===== src/rtl/sertx.sv =====
module sertx #(
  parameter int DIV_W = 13,
  parameter int OVS   = 16
) (
  input  logic       clk,
  input  logic       rst_n,
  input  logic       bus_sel,
  input  logic       bus_wr,
  input  logic [2:0] bus_addr,
  input  logic [7:0] bus_wdata,
  output logic [7:0] bus_rdata,
  output logic       txd,
  output logic       irq
);
  localparam int HI_W = DIV_W - 8;
  localparam int OW   = $clog2(OVS);
  localparam int FW   = 11;
  localparam logic [2:0] A_DIVH = 3'd0, A_DIVL = 3'd1, A_CTRL = 3'd2,
                         A_STAT = 3'd3, A_DHI  = 3'd4, A_DLO  = 3'd5;

  logic [DIV_W-1:0] div_q, pcnt;
  logic [OW-1:0]    ocnt;
  logic [7:0]       ctrl_q, dlo_q;
  logic             t8_q, flag_e, flag_d, arm_e, arm_d, pre_pend;
  logic [FW-1:0]    shreg, frame;
  logic [3:0]       bcnt;

  wire ten  = ctrl_q[0];
  wire brk  = ctrl_q[1];
  wire m9   = ctrl_q[2];
  wire pen  = ctrl_q[3];
  wire podd = ctrl_q[4];
  wire ie_e = ctrl_q[5];
  wire ie_d = ctrl_q[6];

  wire wr_any  = bus_sel && bus_wr;
  wire wr_ctrl = wr_any && bus_addr == A_CTRL;
  wire wr_dlo  = wr_any && bus_addr == A_DLO;
  wire rd_stat = bus_sel && !bus_wr && bus_addr == A_STAT;
  wire ten_rise = wr_ctrl && bus_wdata[0] && !ten;

  always_ff @(posedge clk or negedge rst_n)
    if (!rst_n) begin
      div_q  <= '0;
      ctrl_q <= '0;
      dlo_q  <= '0;
      t8_q   <= 1'b0;
    end else if (wr_any) begin
      case (bus_addr)
        A_DIVH:  div_q[DIV_W-1:8] <= bus_wdata[HI_W-1:0];
        A_DIVL:  div_q[7:0] <= bus_wdata;
        A_CTRL:  ctrl_q <= bus_wdata;
        A_DHI:   t8_q <= bus_wdata[0];
        A_DLO:   dlo_q <= bus_wdata;
        default: ;
      endcase
    end

  always_comb
    case (bus_addr)
      A_DIVH:  bus_rdata = {{(8-HI_W){1'b0}}, div_q[DIV_W-1:8]};
      A_DIVL:  bus_rdata = div_q[7:0];
      A_CTRL:  bus_rdata = ctrl_q;
      A_STAT:  bus_rdata = {flag_e, flag_d, 6'b0};
      A_DHI:   bus_rdata = {7'b0, t8_q};
      A_DLO:   bus_rdata = dlo_q;
      default: bus_rdata = 8'h00;
    endcase

  wire div_on = div_q != '0;
  wire btick  = div_on && pcnt == div_q - 1'b1;
  wire bit_tick = btick && ocnt == OW'(OVS - 1);

  always_ff @(posedge clk or negedge rst_n)
    if (!rst_n) begin
      pcnt <= '0;
      ocnt <= '0;
    end else if (!div_on) begin
      pcnt <= '0;
    end else if (btick) begin
      pcnt <= '0;
      ocnt <= (ocnt == OW'(OVS - 1)) ? '0 : ocnt + 1'b1;
    end else begin
      pcnt <= pcnt + 1'b1;
    end

  wire [3:0] flen = m9 ? 4'd11 : 4'd10;
  wire slot    = bit_tick && bcnt <= 4'd1;
  wire ld_pre  = slot && ten && pre_pend;
  wire ld_brk  = slot && ten && !pre_pend && brk;
  wire ld_data = slot && ten && !pre_pend && !brk && !flag_e;
  wire go_idle = slot && !(ld_pre || ld_brk || ld_data);
  wire pbit    = (m9 ? ^dlo_q : ^dlo_q[6:0]) ^ podd;

  always_comb
    if (m9) frame = {1'b1, pen ? pbit : t8_q, dlo_q, 1'b0};
    else    frame = {2'b11, pen ? pbit : dlo_q[7], dlo_q[6:0], 1'b0};

  always_ff @(posedge clk or negedge rst_n)
    if (!rst_n) begin
      shreg <= '1;
      bcnt  <= '0;
    end else if (ld_pre) begin
      shreg <= '1;
      bcnt  <= flen;
    end else if (ld_brk) begin
      shreg <= '0;
      bcnt  <= flen;
    end else if (ld_data) begin
      shreg <= frame;
      bcnt  <= flen;
    end else if (go_idle) begin
      shreg <= '1;
      bcnt  <= '0;
    end else if (bit_tick && bcnt > 4'd1) begin
      shreg <= {1'b1, shreg[FW-1:1]};
      bcnt  <= bcnt - 1'b1;
    end

  always_ff @(posedge clk or negedge rst_n)
    if (!rst_n)                pre_pend <= 1'b0;
    else if (ten_rise)         pre_pend <= 1'b1;
    else if (ld_pre || !ten)   pre_pend <= 1'b0;

  always_ff @(posedge clk or negedge rst_n)
    if (!rst_n) begin
      flag_e <= 1'b1;
      flag_d <= 1'b1;
      arm_e  <= 1'b0;
      arm_d  <= 1'b0;
    end else begin
      if (ld_data)              flag_e <= 1'b1;
      else if (wr_dlo && arm_e) flag_e <= 1'b0;
      if (go_idle && bcnt == 4'd1) flag_d <= 1'b1;
      else if (wr_dlo && arm_d)    flag_d <= 1'b0;
      if (wr_dlo)                arm_e <= 1'b0;
      else if (rd_stat && flag_e) arm_e <= 1'b1;
      if (wr_dlo)                arm_d <= 1'b0;
      else if (rd_stat && flag_d) arm_d <= 1'b1;
    end

  assign txd = (bcnt == 4'd0) || shreg[0];
  assign irq = (flag_e && ie_e) || (flag_d && ie_d);

  AST_START_LOW:  assert property (@(posedge clk) disable iff (!rst_n) ld_data |=> !txd);
  AST_EMPTY_SET:  assert property (@(posedge clk) disable iff (!rst_n) ld_data |=> flag_e);
  AST_NO_CLEAR:   assert property (@(posedge clk) disable iff (!rst_n)
                    (wr_dlo && !arm_e && flag_e && !ld_data) |=> flag_e);
  AST_ZERO_DIV:   assert property (@(posedge clk) disable iff (!rst_n) !div_on |-> !bit_tick);
  AST_BRK_LOW:    assert property (@(posedge clk) disable iff (!rst_n) ld_brk |=> !txd);
  AST_HOLD_LINE:  assert property (@(posedge clk) disable iff (!rst_n) !bit_tick |=> $stable(txd));
  AST_OFF_IDLE:   assert property (@(posedge clk) disable iff (!rst_n) (!ten && bcnt == 4'd0) |=> txd);
  AST_CNT_RANGE:  assert property (@(posedge clk) disable iff (!rst_n) bcnt <= 4'd11);
endmodule


===== config.mk =====
export PLATFORM = sky130hd
export DESIGN_NAME = sertx
export DESIGN_NICKNAME = d
export VERILOG_FILES = /design/src/rtl/sertx.sv
export SDC_FILE = /design/constraint.sdc
export NUM_CORES = 1
export LEC_CHECK = 0
export BUFFER_PORTS_ARGS = -buffer_cell sky130_fd_sc_hd__buf_2
export CORE_MARGIN = 5
export CORE_UTILIZATION = 59
export CTS_BUF_LIST = sky130_fd_sc_hd__clkbuf_4
export DETAILED_ROUTE_END_ITERATION = 12
export PLACE_DENSITY = 0.78
export SLEW_MARGIN = 20
export SYNTH_ARGS = -nofsm -noshare
export SYNTH_HDL_FRONTEND = slang
export SYNTH_SLANG_ARGS = --single-unit

===== constraint.sdc =====
create_clock -name clk -period 3.3 [get_ports clk]
set_input_delay 0.33 -clock clk [delete_from_list [all_inputs] [get_ports clk]]
set_output_delay 0.33 -clock clk [all_outputs]
set_load 0.02 [all_outputs]

==> results.sh <==
export IMPL_status="complete, no violations"
export IMPL_wl_per_cell_um=17.3
export IMPL_io_pins=25
export IMPL_endpoint_kind="flop"
export IMPL_drv_cap=0
export IMPL_synth_cell_types=61
export IMPL_rsz0062_at_grt="no"
export IMPL_crit_path_start_kind="flop"
export IMPL_min_path_cells=2
export IMPL_dr_wl_met3_um=340
export IMPL_arrival_ns=3.22
export IMPL_start_util=0.606
export IMPL_worst_pin_slew_ns=0.949
export IMPL_p_clk_frac=0.220
export IMPL_slew_headroom=0.363
export IMPL_sw_frac_of_total=0.369
export IMPL_via_per_inst=5.98
export IMPL_placementRows=29
export IMPL_clk_pin_slew_ns=0.12
export IMPL_die_w_um=90.6
export IMPL_reg2reg_depth=9
export IMPL_cp_cell_sequence="inv_1 -> ha_1 -> or4b_4 -> o41ai_2 -> o311ai_1 -> a211oi_2 -> o2111ai_2 -> nor2_4 -> mux2_2"
export IMPL_drt_total_wl_um=8250
export IMPL_met2_length_um=3880
export IMPL_grt_pass1_vias=2874
export IMPL_hp_start="bus_wdata[6]"
export IMPL_crit_path_top_delay_cell="or4b_4"
export IMPL_area_delta_synth_final_pct=9.25
export IMPL_fin_cells=478
export IMPL_clock_latency_ns=0.42
export IMPL_antennaDiodeCount=0
export IMPL_pwr_share_seq=0.474
export IMPL_r2r_end="bcnt[1]"
export IMPL_clock_fmax_mhz=342
export IMPL_p_comb_frac=0.306
export IMPL_portBuffers=24
export IMPL_cts_sinks=67
export IMPL_worst_path_buf_inv=1
export IMPL_r2r_start="div_q[0]"
export IMPL_dr_max_layer_used="met4"
export IMPL_maxSlewViolCount=0
export IMPL_async_reset_ff_frac=1.00
export IMPL_core_sq_mm=0.00631
export IMPL_crit_type="reg -> reg"
export IMPL_setup_viol=0
export IMPL_drtIter0Drc=178
export IMPL_cts_buffers=9
export IMPL_cts_buffer_depth=2
export IMPL_die_y_um=90.6
export IMPL_ys_ff_latch=67
export IMPL_cp_slowest_stage_delay_ns=0.49
export IMPL_post_cts_resized=0
export IMPL_synth_cell_area_sq_mm=0.00383
export IMPL_place_hpwl_um=6060
export IMPL_cp_max_fo=12
export IMPL_setup_tns_ns=0
export IMPL_finalCritPeriodShare=0.885
export IMPL_synth_ff_type="dfrtp_1"
export IMPL_vdd_ir_drop_worst_uv=447
export IMPL_cts_root_buf="clkbuf_4"
export IMPL_rrSetupSlack_ns=0.38
export IMPL_synth_edf_count=0
export IMPL_hold_violations=0
export IMPL_htreeDepth=3
export IMPL_nNetsFinal=417
export IMPL_postSynthCellCount=367
export IMPL_antenna_found_initial=0
export IMPL_drt_met1_wl_um=3940
export IMPL_p_int_uw=1590
export IMPL_hp_class="in -> reg"
export IMPL_grt_pass1_wl_um=14500
export IMPL_grt_use_total=0.217
export IMPL_grt_max_degree=28
export IMPL_grt_overflow_total=0
export IMPL_yosys_warnings=0
export IMPL_placed_cells=461
export IMPL_required_ns=3.60
export IMPL_drc_errors=0
export IMPL_post_cts_buffers=0
export IMPL_critPathTopFamily="simple AND/OR/NAND/NOR gates"
export IMPL_p_per_area_mw_per_mm2=601
export IMPL_drive_gt1_frac=0.274
export IMPL_finalClockSkew_ns=0.0198
export IMPL_ant_nets=0
export IMPL_seq_area_frac_synth=0.442
export IMPL_drt_pass1_iterations=4
export IMPL_dieArea_sq_mm=0.00820
export IMPL_min_to="dlo_q[6]"
export IMPL_gp_congestion=0.852
export IMPL_syn_nets=388
export IMPL_p_sw_uw=928
export IMPL_fin_crit_ns=2.92
export IMPL_p_leak_uw=0.00175
export IMPL_cts_tree="yes"
export IMPL_synth_avg_cell_area_sq_um=10.4
export IMPL_num_vias=2857
[final cells by class]
class,count,area [sq um]
Multi-Input combinational cell,266,1990
Inverter,19,71.3
Clock buffer,9,67.6
Sequential cell,67,1690
Tap cell,77,96.3
Timing Repair Buffer,33,190
Fill cell,489,2130
Clock inverter,7,73.8
[cells in the mapped netlist, types with 2 or more instances]
cell type	number	area share
a211o_1	2	0.0046
a21o_1	3	0.0059
a21oi_1	10	0.013
a22o_1	2	0.0046
a22oi_1	5	0.0098
a31oi_1	5	0.0082
and3_1	4	0.0065
buf_6	3	0.0088
clkbuf_1	10	0.0098
dfrtp_1	54	0.35
dfstp_2	13	0.089
ha_1	6	0.020
inv_1	19	0.019
mux2_2	35	0.10
mux2i_1	13	0.034
nand2_1	25	0.025
nand2b_1	5	0.0082
nand3_1	5	0.0065
nand4_1	3	0.0049
nor2_1	33	0.032
nor2b_1	3	0.0049
nor3_1	6	0.0078
nor4_1	3	0.0049
nor4b_1	2	0.0046
o211ai_1	2	0.0039
o21a_1	3	0.0059
o21ai_0	18	0.024
o221ai_1	8	0.018
o22ai_1	2	0.0033
o31ai_1	3	0.0059
or4_1	3	0.0059
xnor2_1	23	0.053
xor2_1	8	0.018
[cells in the final DEF, fill, tap and decap left out, drive strengths merged, types with 4 or more instances in the layout]
master	count
a21oi	10
a22oi	5
a31oi	5
and3	4
buf	32
clkbuf	9
dfrtp	54
dfstp	13
ha	6
inv	21
mux2	36
mux2i	13
nand2	25
nand2b	5
nand3	5
nor2	34
nor3	8
nor4	4
o21ai	19
o221ai	8
o31ai	4
xnor2	23
xor2	8
[metal layers]
metal | track usage | vias up
met1 | 0.313 | 1410
met4 | 0.0596 | 0
met5 | 0 | -
met3 | 0.0550 | 9
li1 | - | 1380
met2 | 0.323 | 58
[registers in the layout, indices dropped and copies added, names as in the netlist]
name      flops
arm_d         1
arm_e         1
bcnt          4
ctrl_q        8
div_q        13
dlo_q         8
flag_d        1
flag_e        1
ocnt          4
pcnt         13
pre_pend      1
shreg        11
t8_q          1
[how the worst max path moves through the flow]
| stage | start | slack [ns] | depth (start not counted) | end |
|---|---|---|---|---|
| final | div_q[0] | 0.38 | 9 | bcnt[1] |
| after global placement | div_q[0] | 0.51 | 9 | bcnt[0] |
| after CTS | div_q[0] | 0.37 | 9 | bcnt[1] |
| after global routing | div_q[0] | 0.18 | 10 | shreg[5] |
| after floorplan | div_q[0] | 0.65 | 10 | bcnt[2] |
| after detailed placement | div_q[0] | 0.42 | 9 | bcnt[1] |
[power by group through the flow]
stage	Sequential (uW)	Clock (uW)	Combinational, uW
4_1_cts	1190	564	771
3_3_place_gp	1190	0	737
5_1_grt	1210	611	857
3_5_place_dp	1200	0	764
6_report	1190	553	768
2_1_floorplan	1110	0	642
[kinds of logic (layout without fill, tap and decap cells)]
logic type      count (synthesis)  count (layout)  synth area share
simple gates                  106             106             0.150
compound gates                 74              74             0.137
flops                          67              67             0.442
mux                            49              49             0.141
buf+inv                        34              68            0.0395
xor+xnor                       31              31            0.0709
fa+ha+maj                       6               6            0.0196
[what timing repair did]
item	in CTS	in global routing
hold buffers	1	0
setup endpoints to repair	0	0
endpoints found under the hold margin	11	0
[through the flow]
step | hold WS (ns) | cell area, sq um | total power (uW) | setup slack (ns) | util
after CTS | 0.154 | 4180 | 2520 | 0.366 | 0.662
after global routing | 0.135 | 4180 | 2680 | 0.179 | 0.663
after global placement | 0.311 | 4030 | 1930 | 0.508 | 0.638
after floorplan | 0.0344 | 3830 | 1750 | 0.652 | -
after detailed placement | 0.317 | 4030 | 1970 | 0.418 | 0.638
final | 0.160 | 4180 | 2510 | 0.379 | 0.663
(Power assumes the default switching activity.)
